File: config.mk
export PLATFORM = sky130hd
export DESIGN_NAME = cdl_seq_top
export DESIGN_NICKNAME = d
export VERILOG_FILES = /design/src/rtl/cdl_pkg.sv /design/src/rtl/cdl_id_stream.sv /design/src/rtl/cdl_gap_timer.sv /design/src/rtl/cdl_burst_calc.sv /design/src/rtl/cdl_seq_top.sv
export SDC_FILE = /design/constraint.sdc
export NUM_CORES = 1
export LEC_CHECK = 0
export BUFFER_PORTS_ARGS = -buffer_cell sky130_fd_sc_hd__buf_4
export CAP_MARGIN = 10
export CORE_UTILIZATION = 30
export DETAILED_ROUTE_END_ITERATION = 8
export PLACE_DENSITY_LB_ADDON = 0.12
export RECOVER_POWER = 100
export SLEW_MARGIN = 20
export SYNTH_ARGS = -nofsm -noshare
export SYNTH_HDL_FRONTEND = slang
export SYNTH_SLANG_ARGS = --single-unit
File: constraint.sdc
create_clock -name clk -period 8.2 [get_ports clk]
set_clock_uncertainty 0.05 [all_clocks]
set_input_delay 1.64 -clock clk [delete_from_list [all_inputs] [get_ports clk]]
set_output_delay 1.64 -clock clk [all_outputs]
set_load 0.05 [all_outputs]
File: src/rtl/cdl_pkg.sv
// Shared constants and types for the configuration download sequencer.
// Assumes a 32-bit register bus with 12-bit byte addresses.
package cdl_pkg;
    localparam int ADDR_W   = 12;
    localparam int DATA_W   = 32;
    localparam int ID_WORDS = 7;

    // register byte addresses the controller decodes
    localparam logic [ADDR_W-1:0] REG_IRQ_EN = 12'h01C;
    localparam logic [ADDR_W-1:0] REG_WFIFO  = 12'h100;
    localparam logic [ADDR_W-1:0] REG_RFIFO  = 12'h104;
    localparam logic [ADDR_W-1:0] REG_SIZE   = 12'h108;
    localparam logic [ADDR_W-1:0] REG_CTRL   = 12'h10C;
    localparam logic [ADDR_W-1:0] REG_STAT   = 12'h110;
    localparam logic [ADDR_W-1:0] REG_VACANT = 12'h114;

    typedef enum logic [2:0] {
        CDL_OK      = 3'd0,
        CDL_NODEV   = 3'd1,
        CDL_IOERR   = 3'd2,
        CDL_TIMEOUT = 3'd3,
        CDL_BADLEN  = 3'd4
    } cdl_err_e;

    typedef enum logic [3:0] {
        S_IDLE, S_IRQ_OFF, S_STAT_CHK, S_VAC_CHK, S_ID_WR, S_KICK,
        S_CR_RD, S_CR_WAIT, S_CMP_WAIT, S_CMP_RD, S_SIZE_WR, S_RDMODE,
        S_RF_RD, S_DL_VAC, S_FETCH, S_DL_WR
    } cdl_state_e;
endpackage

File: src/rtl/cdl_id_stream.sv
// Canned identification command stream, selected by word index.
// Assumes idx_i < 7; other indices return a no-op word.
module cdl_id_stream (
    input  logic [2:0]  idx_i,
    output logic [31:0] word_o
);
    // select the command word for the current index
    always_comb begin
        case (idx_i)
            3'd0:    word_o = 32'hFFFF_FFFF;
            3'd1:    word_o = 32'hAA99_5566;
            3'd4:    word_o = 32'h2801_8001;
            default: word_o = 32'h2000_0000;
        endcase
    end
endmodule

File: src/rtl/cdl_gap_timer.sv
// Poll-gap down counter: reloads while load_i is high, counts down
// otherwise, and reports expiry at zero. Assumes value_i fits in W bits.
module cdl_gap_timer #(
    parameter int W = 8
) (
    input  logic         clk,
    input  logic         rst_n,
    input  logic         load_i,
    input  logic [W-1:0] value_i,
    output logic         expired_o
);
    logic [W-1:0] cnt;

    // reload or count toward zero
    always_ff @(posedge clk) begin
        if (!rst_n)           cnt <= '0;
        else if (load_i)      cnt <= value_i;
        else if (cnt != '0)   cnt <= cnt - 1'b1;
    end

    assign expired_o = (cnt == '0);
endmodule

File: src/rtl/cdl_burst_calc.sv
// Burst sizing: the smaller of the reported vacancy and the words left.
// Assumes CW <= 32.
module cdl_burst_calc #(
    parameter int CW = 22
) (
    input  logic [31:0]   vac_i,
    input  logic [CW-1:0] remain_i,
    output logic [CW-1:0] burst_o,
    output logic          vac_zero_o
);
    // clamp the burst to the free space
    always_comb begin
        if (vac_i < 32'(remain_i)) burst_o = vac_i[CW-1:0];
        else                       burst_o = remain_i;
        vac_zero_o = (vac_i == 32'd0);
    end
endmodule

File: src/rtl/cdl_seq_top.sv
// Configuration download sequencer: runs the identification probe and
// the FIFO-paced bitstream download against the configuration port
// controller's registers. Assumes the responder acks each request once
// and presents read data in the ack cycle.
module cdl_seq_top
    import cdl_pkg::*;
#(
    parameter int CLK_MHZ   = 50,
    parameter int LEN_W     = 24,
    parameter int CR_POLLS  = 20,
    parameter int SR_POLLS  = 10,
    parameter int CR_GAP_NS = 50,
    parameter int SR_GAP_NS = 5000,
    parameter int MIN_VAC   = 8
) (
    input  logic              clk,
    input  logic              rst_n,
    input  logic              probe_i,
    input  logic              start_i,
    input  logic [LEN_W-1:0]  len_bytes_i,
    input  logic              src_valid_i,
    input  logic [31:0]       src_data_i,
    output logic              src_ready_o,
    output logic              bus_req_o,
    output logic              bus_we_o,
    output logic [ADDR_W-1:0] bus_addr_o,
    output logic [31:0]       bus_wdata_o,
    input  logic              bus_ack_i,
    input  logic [31:0]       bus_rdata_i,
    output logic [31:0]       id_o,
    output logic              done_o,
    output logic [2:0]        err_o
);
    localparam int WORD_W = LEN_W - 2;
    localparam int CR_GAP = (CLK_MHZ * CR_GAP_NS + 999) / 1000;
    localparam int SR_GAP = (CLK_MHZ * SR_GAP_NS + 999) / 1000;
    localparam int MAXGAP = (CR_GAP > SR_GAP) ? CR_GAP : SR_GAP;
    localparam int GAP_W  = $clog2(MAXGAP + 1);
    localparam int MAXP   = (CR_POLLS > SR_POLLS) ? CR_POLLS : SR_POLLS;
    localparam int ATT_W  = $clog2(MAXP + 1);

    cdl_state_e        state;
    logic              is_probe, phase;
    logic [ATT_W-1:0]  attempts;
    logic [2:0]        idx;
    logic [WORD_W-1:0] remain, burst_left, burst;
    logic [31:0]       word_q, id_q, id_word;
    logic              done_q, vac_zero, tmr_exp, tmr_load, acc;
    logic [GAP_W-1:0]  tmr_val;
    cdl_err_e          err_q;

    cdl_id_stream u_ids (.idx_i(idx), .word_o(id_word));

    cdl_burst_calc #(.CW(WORD_W)) u_burst (
        .vac_i(bus_rdata_i), .remain_i(remain),
        .burst_o(burst), .vac_zero_o(vac_zero));

    // timer reloads outside wait states; gap chosen by the leaving state
    always_comb begin
        tmr_load = !(state == S_CR_WAIT || state == S_CMP_WAIT);
        tmr_val  = (state == S_CR_RD && bus_rdata_i[0]) ? GAP_W'(CR_GAP)
                                                        : GAP_W'(SR_GAP);
    end

    cdl_gap_timer #(.W(GAP_W)) u_tmr (
        .clk(clk), .rst_n(rst_n), .load_i(tmr_load),
        .value_i(tmr_val), .expired_o(tmr_exp));

    // bus access driven by the current state
    always_comb begin
        bus_req_o   = 1'b1;
        bus_we_o    = 1'b0;
        bus_addr_o  = REG_STAT;
        bus_wdata_o = 32'd0;
        src_ready_o = 1'b0;
        case (state)
            S_IRQ_OFF:  begin bus_we_o = 1'b1; bus_addr_o = REG_IRQ_EN; end
            S_STAT_CHK: bus_addr_o = REG_STAT;
            S_VAC_CHK:  bus_addr_o = REG_VACANT;
            S_ID_WR:    begin bus_we_o = 1'b1; bus_addr_o = REG_WFIFO; bus_wdata_o = id_word; end
            S_KICK:     begin bus_we_o = 1'b1; bus_addr_o = REG_CTRL; bus_wdata_o = 32'd1; end
            S_CR_RD:    bus_addr_o = REG_CTRL;
            S_CMP_RD:   bus_addr_o = REG_STAT;
            S_SIZE_WR:  begin bus_we_o = 1'b1; bus_addr_o = REG_SIZE; bus_wdata_o = 32'd1; end
            S_RDMODE:   begin bus_we_o = 1'b1; bus_addr_o = REG_CTRL; bus_wdata_o = 32'd2; end
            S_RF_RD:    bus_addr_o = REG_RFIFO;
            S_DL_VAC:   bus_addr_o = REG_VACANT;
            S_DL_WR:    begin bus_we_o = 1'b1; bus_addr_o = REG_WFIFO; bus_wdata_o = word_q; end
            S_FETCH:    begin bus_req_o = 1'b0; src_ready_o = 1'b1; end
            default:    bus_req_o = 1'b0;
        endcase
    end

    assign acc = bus_req_o && bus_ack_i;

    // job sequencing
    always_ff @(posedge clk) begin
        if (!rst_n) begin
            state <= S_IDLE; is_probe <= 1'b0; phase <= 1'b0;
            attempts <= '0; idx <= '0; remain <= '0; burst_left <= '0;
            word_q <= '0; id_q <= '0; done_q <= 1'b0; err_q <= CDL_OK;
        end else begin
            done_q <= 1'b0;
            case (state)
                S_IDLE: begin
                    if (probe_i) begin
                        is_probe <= 1'b1; phase <= 1'b0; state <= S_IRQ_OFF;
                    end else if (start_i) begin
                        is_probe <= 1'b0; attempts <= '0;
                        if (len_bytes_i[1:0] != 2'b00) begin
                            done_q <= 1'b1; err_q <= CDL_BADLEN;
                        end else begin
                            remain <= len_bytes_i[LEN_W-1:2];
                            state  <= (len_bytes_i[LEN_W-1:2] == '0) ? S_CMP_WAIT : S_DL_VAC;
                        end
                    end
                end
                S_IRQ_OFF: if (acc) state <= S_STAT_CHK;
                S_STAT_CHK: if (acc) begin
                    if (bus_rdata_i == 32'h1) state <= S_VAC_CHK;
                    else begin done_q <= 1'b1; err_q <= CDL_NODEV; state <= S_IDLE; end
                end
                S_VAC_CHK: if (acc) begin
                    if (bus_rdata_i >= 32'(MIN_VAC)) begin idx <= '0; state <= S_ID_WR; end
                    else begin done_q <= 1'b1; err_q <= CDL_NODEV; state <= S_IDLE; end
                end
                S_ID_WR: if (acc) begin
                    if (idx == 3'(ID_WORDS - 1)) state <= S_KICK;
                    else idx <= idx + 3'd1;
                end
                S_KICK: if (acc) begin attempts <= '0; state <= S_CR_RD; end
                S_CR_RD: if (acc) begin
                    if (!bus_rdata_i[0]) begin
                        attempts <= '0;
                        state <= (is_probe || remain == '0) ? S_CMP_WAIT : S_DL_VAC;
                    end else if (attempts == ATT_W'(CR_POLLS - 1)) begin
                        done_q <= 1'b1; err_q <= CDL_IOERR; state <= S_IDLE;
                    end else begin
                        attempts <= attempts + 1'b1; state <= S_CR_WAIT;
                    end
                end
                S_CR_WAIT:  if (tmr_exp) state <= S_CR_RD;
                S_CMP_WAIT: if (tmr_exp) state <= S_CMP_RD;
                S_CMP_RD: if (acc) begin
                    if (bus_rdata_i[0] || bus_rdata_i[2]) begin
                        attempts <= '0;
                        if (!is_probe) begin
                            done_q <= 1'b1; err_q <= CDL_OK; state <= S_IDLE;
                        end else if (!phase) begin
                            phase <= 1'b1; state <= S_SIZE_WR;
                        end else state <= S_RF_RD;
                    end else if (attempts == ATT_W'(SR_POLLS - 1)) begin
                        done_q <= 1'b1; err_q <= CDL_TIMEOUT; state <= S_IDLE;
                    end else begin
                        attempts <= attempts + 1'b1; state <= S_CMP_WAIT;
                    end
                end
                S_SIZE_WR: if (acc) state <= S_RDMODE;
                S_RDMODE:  if (acc) begin attempts <= '0; state <= S_CMP_WAIT; end
                S_RF_RD: if (acc) begin
                    id_q <= bus_rdata_i; done_q <= 1'b1; err_q <= CDL_OK; state <= S_IDLE;
                end
                S_DL_VAC: if (acc) begin
                    if (vac_zero) begin done_q <= 1'b1; err_q <= CDL_IOERR; state <= S_IDLE; end
                    else begin burst_left <= burst; state <= S_FETCH; end
                end
                S_FETCH: if (src_valid_i) begin word_q <= src_data_i; state <= S_DL_WR; end
                S_DL_WR: if (acc) begin
                    remain     <= remain - 1'b1;
                    burst_left <= burst_left - 1'b1;
                    state      <= (burst_left == WORD_W'(1)) ? S_KICK : S_FETCH;
                end
                default: state <= S_IDLE;
            endcase
        end
    end

    assign id_o   = id_q;
    assign done_o = done_q;
    assign err_o  = err_q;


    bus_hold_chk: assert property (@(posedge clk) disable iff (!rst_n)
        bus_req_o && !bus_ack_i |=> bus_req_o && $stable(bus_addr_o)
                                    && $stable(bus_we_o) && $stable(bus_wdata_o));

    done_pulse_chk: assert property (@(posedge clk) disable iff (!rst_n)
        done_o |=> !done_o);

    done_quiet_chk: assert property (@(posedge clk) disable iff (!rst_n)
        done_o |-> !bus_req_o && !src_ready_o);

    badlen_chk: assert property (@(posedge clk) disable iff (!rst_n)
        state == S_IDLE && start_i && !probe_i && len_bytes_i[1:0] != 2'b00
        |=> done_o && err_o == 3'd4 && !bus_req_o);

    burst_cap_chk: assert property (@(posedge clk) disable iff (!rst_n)
        state == S_DL_WR |-> burst_left != '0 && burst_left <= remain);

    attempt_cap_chk: assert property (@(posedge clk) disable iff (!rst_n)
        attempts <= ATT_W'(MAXP - 1));
endmodule

==> summary.txt, run 1 <==
Route
  – Drt pass-1 iters: 5
  – Via/cell ratio: 5.29
  – Routed WL: 29,800 um
  – DRC violations left: 0
  – Wire per inst: 18.7 um
  – Routed Antenna Nets: 0
  – Starting DRT DRC Count: 553
  – Via count: 8,438

Outcome
  – Status: finished, violations left
  – Violated checks: capacitance limit, slew limit

Placement
  – Post-DP HPWL: approximately 21,000 um
  – IO Port Bufs: 168
  – GPL Wtd Cong: 0.837
  – Placed Cells: about 1,600

Die
  – Core footprint: 27,000 sq um
  – Die Ht: 168 um
  – Die Wd: 168 um
  – Rows: 60
  – I/O Pins: 177
  – Initial Utilization: 30.7%
  – Die Area: 28,200 sq um

Final layout
  – Layout cells sized above 1: 12.6%
  – Nets: between 1,000 and 1,500
  – Final non-filler cell total: 1,594
  – N_diodes: 0
  – Synth-to-layout area growth: 21.3%

Clocking
  – TritonCTS clock tree: yes
  – # clock sinks: 134
  – CTS clk-pin slew, worst paths: 60 ps
  – # hold bufs at CTS: 0
  – Cts bufs inserted: 17
  – Root Buffer: clkbuf_16
  – H-tree level count: 4
  – Clock latency on the worst-skew pair: 430 ps
  – Worst-case clock buffer depth: 2
  – Post_cts resized: 0
  – Post-CTS setup buffer count: 0

Yosys
  – Cell taking the most area after synthesis: dfxtp_1
  – Synthesized area per cell: 7.44 sq um
  – Syn Std Cell Area: 8260 sq um
  – EDFF count, synth: 0
  – Top cells by area, synth: dfxtp_1, nand2_1, a21boi_0
  – Ys Warns: 0
  – Flops & latches, synth: 134
  – Register area share after synthesis: around a third
  – Library cells used by synthesis: 70
  – Yosys top cell area share: 32.5%
  – Async set-reset flop share out of synthesis: 0%
  – Post-synth top flop: dfxtp_1
  – Cells after synthesis: 1,111

Setup path
  – RR Endpoint: burst_left[18]$_SDFFE_PN0P_
  – CP endpoint kind: primary output
  – Reg-to-reg slack, setup: approximately 3200 ps
  – CP arrival: between 4000 and 5000 ps
  – Worst R2R Start: state[0]$_SDFFE_PN0P_
  – Worst EP required: 6510 ps
  – Startpoint types: flop
  – Crit-path max FO: 31
  – Kind of critical path: reg -> out
  – Worst R2R Path Depth: 7

GRT
  – GR Util All Layers: a little over a fifth
  – First-pass GRT wire length: 47,100 um
  – Vias in the first global route: between 8,000 and 9,000
  – Largest net degree at the start of global routing: 102
  – Initial antenna violation count: 0
  – GRT overflow: 0

Worst hold path
  – Worst min path class: reg -> reg
  – Hold Startpoint: err_o[2]$_SDFFE_PN0P_
  – Hold depth: 2
  – Worst Hold End: err_o[2]$_SDFFE_PN0P_

Job
  – Max-cap violations: 2

STA
  – Setup TNS: 0 ps
  – RSZ-0062 raised after global routing: no
  – Fmax: approximately 170 MHz
  – Slew @ Worst Pin: ~4400 ps
  – Hold Violations, Final: 0
  – WHS: 405 ps
  – Relative slew margins: -193%
  – Final setup viols: 0
  – Fin crit share: between 70% and 80%
  – Fin crit period: approximately 5700 ps
  – Final Max Slew Viols: 134

Power and ir drop
  – Worst vdd ir: 0.000141 V
  – P_leak: 3.83 nW
  – Power Density: roughly 280 nW/um^2
==> per-layer routing <==
metal / routed length [um] / up-vias / global-route usage (%)
li1: - / 4185 / -
met1: 13100 / 3912 / 27.5
met2: 13700 / 311 / 34.5
met3: 2460 / 30 / 6.56
met4: 497 / 0 / 6.66
met5: 0 / - / 0
==> cell usage after synthesis (4+ instances only) <==
master    number
buf_2          9
or3_1          6
clkbuf_1      50
o211ai_1       8
a21o_1        17
o2111a_1       8
buf_4          9
nor4_1        26
a21boi_0      67
a21oi_1       50
nand4_1       13
nor2_1        76
o21ai_0       67
nand2_1      240
o31a_1         5
inv_1         37
buf_1          6
o31ai_1        7
xnor2_1       11
nand2b_1       7
a22oi_1        6
and4_1         4
or4_1          7
ha_1          34
nor3_1        39
o21bai_1       8
a211oi_1      15
o22ai_1        6
and3_1         9
dfxtp_1      134
nand3_1       21
o221a_2       11
and2_1        17
xor2_1         5
a31oi_1        9
nor2b_1       14
==> placed cells by master, fill, tap and decap left out, types with 11 or more instances in the layout <==
cell,count
a21oi_1,50
clkbuf_1,78
nor2b_1,14
a21boi_0,67
buf_4,102
nand4_1,13
a21o_1,17
ha_1,34
xnor2_1,11
clkbuf_16,17
nand3_1,21
o221a_2,11
nor2_1,75
a211oi_1,15
o21ai_0,68
nor3_1,39
nor4_1,26
inv_1,37
and2_1,16
nand2_1,240
dfxtp_1,134
==> logic make-up after synthesis <==
kind of cell	share of synthesized area, %
mux	0.363
other cells	0.0454
buf+inv	6.09
flops	32.5
compound gates	25.8
simple gates	28.4
fa+ha+maj	5.15
xor+xnor	1.70
==> critical path, cell delays in order (launching register included) <==
cell      delay [ps]
dfxtp_1          730
nand2_1          380
nor2_1          1700
a22o_1           300
clkbuf_1         510
==> final cells by class <==
cell class,count,area (sq um)
multi-input cells,869,5100
well taps,341,427
flip-flops and latches,134,2680
repair buffers,180,1060
fillers,2923,16900
inverters,38,143
clock buffers,21,470
clock inverters,11,135
==> registers in the layout, summed over array words and instances, names as in the netlist <==
| signal | count |
|---|---|
| id_o | 32 |
| remain | 22 |
| idx | 3 |
| burst_left | 22 |
| phase | 1 |
| err_o | 3 |
| attempts | 5 |
| is_probe | 1 |
| word_q | 32 |
| done_o | 1 |
| u_tmr.cnt | 8 |
| state | 4 |
==> through the flow <==
| step | power, mW | setup slack (ps) | util [%] | cell area (sq um) |
|---|---|---|---|---|
| global placement | 2.14 | 3440 | 36.0 | 9720 |
| global route | 3.02 | 2020 | 37.2 | 10000 |
| floorplan | 1.70 | 4400 | - | 8290 |
| detailed placement | 2.13 | 3550 | 36.0 | 9720 |
| finish | 2.84 | 2450 | 37.2 | 10000 |
| CTS | 2.95 | 3580 | 38.3 | 10300 |
==> power breakdown <==
group / switching (mW) / internal, mW / total, mW
logic: 0.921 / 0.337 / 1.26
clock network: 0.330 / 0.479 / 0.810
registers: 0.0716 / 0.706 / 0.777
==> how the worst max path moves through the flow <==
stage	end	from	depth (start not counted)	slack, ps
2_1_floorplan	bus_we_o	state[1]$_SDFFE_PN0P_	4	4400
3_3_place_gp	burst_left[7]$_SDFFE_PN0P_	bus_rdata_i[11]	9	3440
3_5_place_dp	burst_left[5]$_SDFFE_PN0P_	bus_rdata_i[11]	9	3550
4_1_cts	bus_wdata_o[1]	state[0]$_SDFFE_PN0P_	6	3580
5_1_grt	bus_wdata_o[18]	state[0]$_SDFFE_PN0P_	5	2020
6_report	bus_wdata_o[15]	state[0]$_SDFFE_PN0P_	4	2450
No activity file was read; power rests on OpenSTA's default activity.
==> run 2, diff against run 1 <==
- clock period: 8.2 -> 4.68 ns (I/O delays scaled with it)
==> summary.txt, run 2 (synthesis gave the netlist of run 1 again) <==
Final layout
  – N_diodes: 0 (unchanged)
  – Nets: 1,375 (was 1,368)
  – Util after Layout: 37.8% (was 37.2%)
  – Synth-to-layout area growth: 23.2% (was 21.3%)
  – Layout cells sized above 1: 15.3% (was 12.6%)
  – Final non-filler cell total: 1,600 (was 1,594)
  – Most common cell after layout, fill and taps aside: nand2_1 (unchanged)
  – Final design instance area without fill: 10,200 sq um (was 10,000 sq um)
  – Most frequent cells in the layout: nand2_1, dfxtp_1, buf_4, nor2_1, o21ai_0 (was nand2_1, dfxtp_1, buf_4, clkbuf_1, nor2_1)

Clocking
  – Root Buffer: clkbuf_16 (unchanged)
  – Post_cts resized: 0 (unchanged)
  – # hold bufs at CTS: 0 (unchanged)
  – CTS clk-pin slew, worst paths: 60 ps (about the same)
  – TritonCTS clock tree: yes (unchanged)
  – H-tree level count: 4 (unchanged)
  – Post-CTS setup buffer count: 0 (unchanged)
  – Cts bufs inserted: 17 (unchanged)
  – Worst-case clock buffer depth: 2 (unchanged)
  – # clock sinks: 134 (unchanged)
  – Clock latency on the worst-skew pair: 420 ps (was 430 ps)

Outcome
  – Violated checks: capacitance limit, slew limit (unchanged)
  – Status: finished, violations left (unchanged)

Setup path
  – Reg-to-reg slack, setup: 680 ps (was 3180 ps)
  – Worst EP required: 3690 ps (was 6510 ps)
  – Worst R2R Path Depth: 8 (was 7)
  – RR Endpoint: remain[8]$_SDFFE_PN0P_ (was burst_left[18]$_SDFFE_PN0P_)
  – CP arrival: 3160 ps (was 4060 ps)
  – Worst R2R Start: state[2]$_SDFFE_PN0P_ (was state[0]$_SDFFE_PN0P_)
  – Crit-path max FO: 32 (was 31)
  – Startpoint types: flop (unchanged)
  – CP endpoint kind: primary output (unchanged)
  – Kind of critical path: reg -> out (unchanged)

STA
  – RSZ-0062 raised after global routing: no (unchanged)
  – Slew @ Worst Pin: 1580 ps (was 4400 ps)
  – Setup TNS: 0 ps (unchanged)
  – Fin crit share: 88.5%
  – Final setup viols: 0 (unchanged)
  – Relative slew margins: -5.08% (was -193%)
  – WHS: 408 ps (was 405 ps)
  – Final Max Slew Viols: 33 (was 134)
  – Fmax: 241 MHz
  – Hold Violations, Final: 0 (unchanged)
  – Fin crit period: 4140 ps
  – Worst Slack Setup Final: 536 ps (was 2450 ps)

Power and ir drop
  – P_leak: 3.98 nW (was 3.83 nW)
  – Power Density: 502 nW/um^2 (was 284 nW/um^2)
  – Worst vdd ir: 0.000250 V (was 0.000141 V)
  – Total Power: 5.11 mW (was 2.84 mW)

Die
  – Die Ht: 168 um (unchanged)
  – I/O Pins: 177 (unchanged)
  – Core footprint: 27,000 sq um (unchanged)
  – Rows: 60 (unchanged)
  – Initial Utilization: 30.7% (unchanged)
  – Die Wd: 168 um (unchanged)
  – Die Area: 28,200 sq um (unchanged)

Worst hold path
  – Hold Startpoint: id_o[21]$_SDFFE_PN0P_ (was err_o[2]$_SDFFE_PN0P_)
  – Hold depth: 2 (unchanged)
  – Worst Hold End: id_o[21]$_SDFFE_PN0P_ (was err_o[2]$_SDFFE_PN0P_)
  – Worst min path class: reg -> reg (unchanged)

Route
  – DRC violations left: 0 (unchanged)
  – Starting DRT DRC Count: 617 (was 553)
  – Via count: 8,565 (was 8,438)
  – Routed WL: 30,300 um (was 29,800 um)
  – Wire per inst: 18.9 um (was 18.7 um)
  – Routed Antenna Nets: 0 (unchanged)
  – Drt pass-1 iters: 5 (unchanged)
  – Via/cell ratio: 5.35 (was 5.29)

GRT
  – Largest net degree at the start of global routing: 63 (was 102)
  – Vias in the first global route: 8,118 (was 8,142)
  – GR Util All Layers: 21.3% (was 21.5%)
  – GRT overflow: 0 (unchanged)
  – Initial antenna violation count: 1 (was 0)
  – First-pass GRT wire length: 46,700 um (was 47,100 um)

Placement
  – IO Port Bufs: 168 (unchanged)
  – DP Area: 9770 sq um (was 9720 sq um)
  – Placed Cells: 1,569 (was 1,562)
  – GPL Wtd Cong: 0.838 (was 0.837)
  – Dpl ws: 886 ps (was 3550 ps)
  – Post-DP HPWL: 21,900 um (was 21,500 um)

Job
  – Max-cap violations: 1 (was 2)
-- run 2: final cells by class --
cell class                      count  area, sq um
Tap cell                          341          427
Clock inverter                     12          176
Sequential cell                   134         2680
Multi-Input combinational cell    869         5100
Timing Repair Buffer              187         1200
Fill cell                        2914        16800
Inverter                           38          143
Clock buffer                       19          453
-- run 2: how the worst max path moves through the flow --
stage	cells past startpoint	startpoint	slack (ps)	end
2_1_floorplan	4	state[1]$_SDFFE_PN0P_	1580	bus_we_o
3_3_place_gp	8	bus_rdata_i[27]	940	burst_left[0]$_SDFFE_PN0P_
3_5_place_dp	8	bus_rdata_i[27]	890	burst_left[0]$_SDFFE_PN0P_
4_1_cts	6	state[0]$_SDFFE_PN0P_	810	bus_wdata_o[1]
5_1_grt	6	state[2]$_SDFFE_PN0P_	320	bus_wdata_o[29]
6_report	6	state[2]$_SDFFE_PN0P_	540	bus_wdata_o[13]
-- run 2: worst max-delay path: stages, from the launching register on --
cell and delay (ps):
dfxtp_1 440, clkbuf_1 680, nand2_1 370, nor2_4 710
nand2_1 130, nand2_1 100, clkbuf_2 290
-- run 2: power by group --
part           switching (mW)  total (mW)  leakage (nW)  internal [mW]
sequential              0.138        1.38          1.08           1.24
clock                   0.556        1.47         0.305          0.919
combinational            1.60        2.26          2.59          0.659
total                    2.29        5.11          3.98           2.81
-- run 2: routing by layer --
| layer | track usage (%) | vias up | share of wire, % |
|---|---|---|---|
| li1 | - | 4207 | - |
| met1 | 28.0 | 3998 | 45 |
| met2 | 33.4 | 316 | 44 |
| met3 | 5.71 | 42 | 7.9 |
| met4 | 7.58 | 2 | 2.3 |
| met5 | 0 | - | 0.056 |
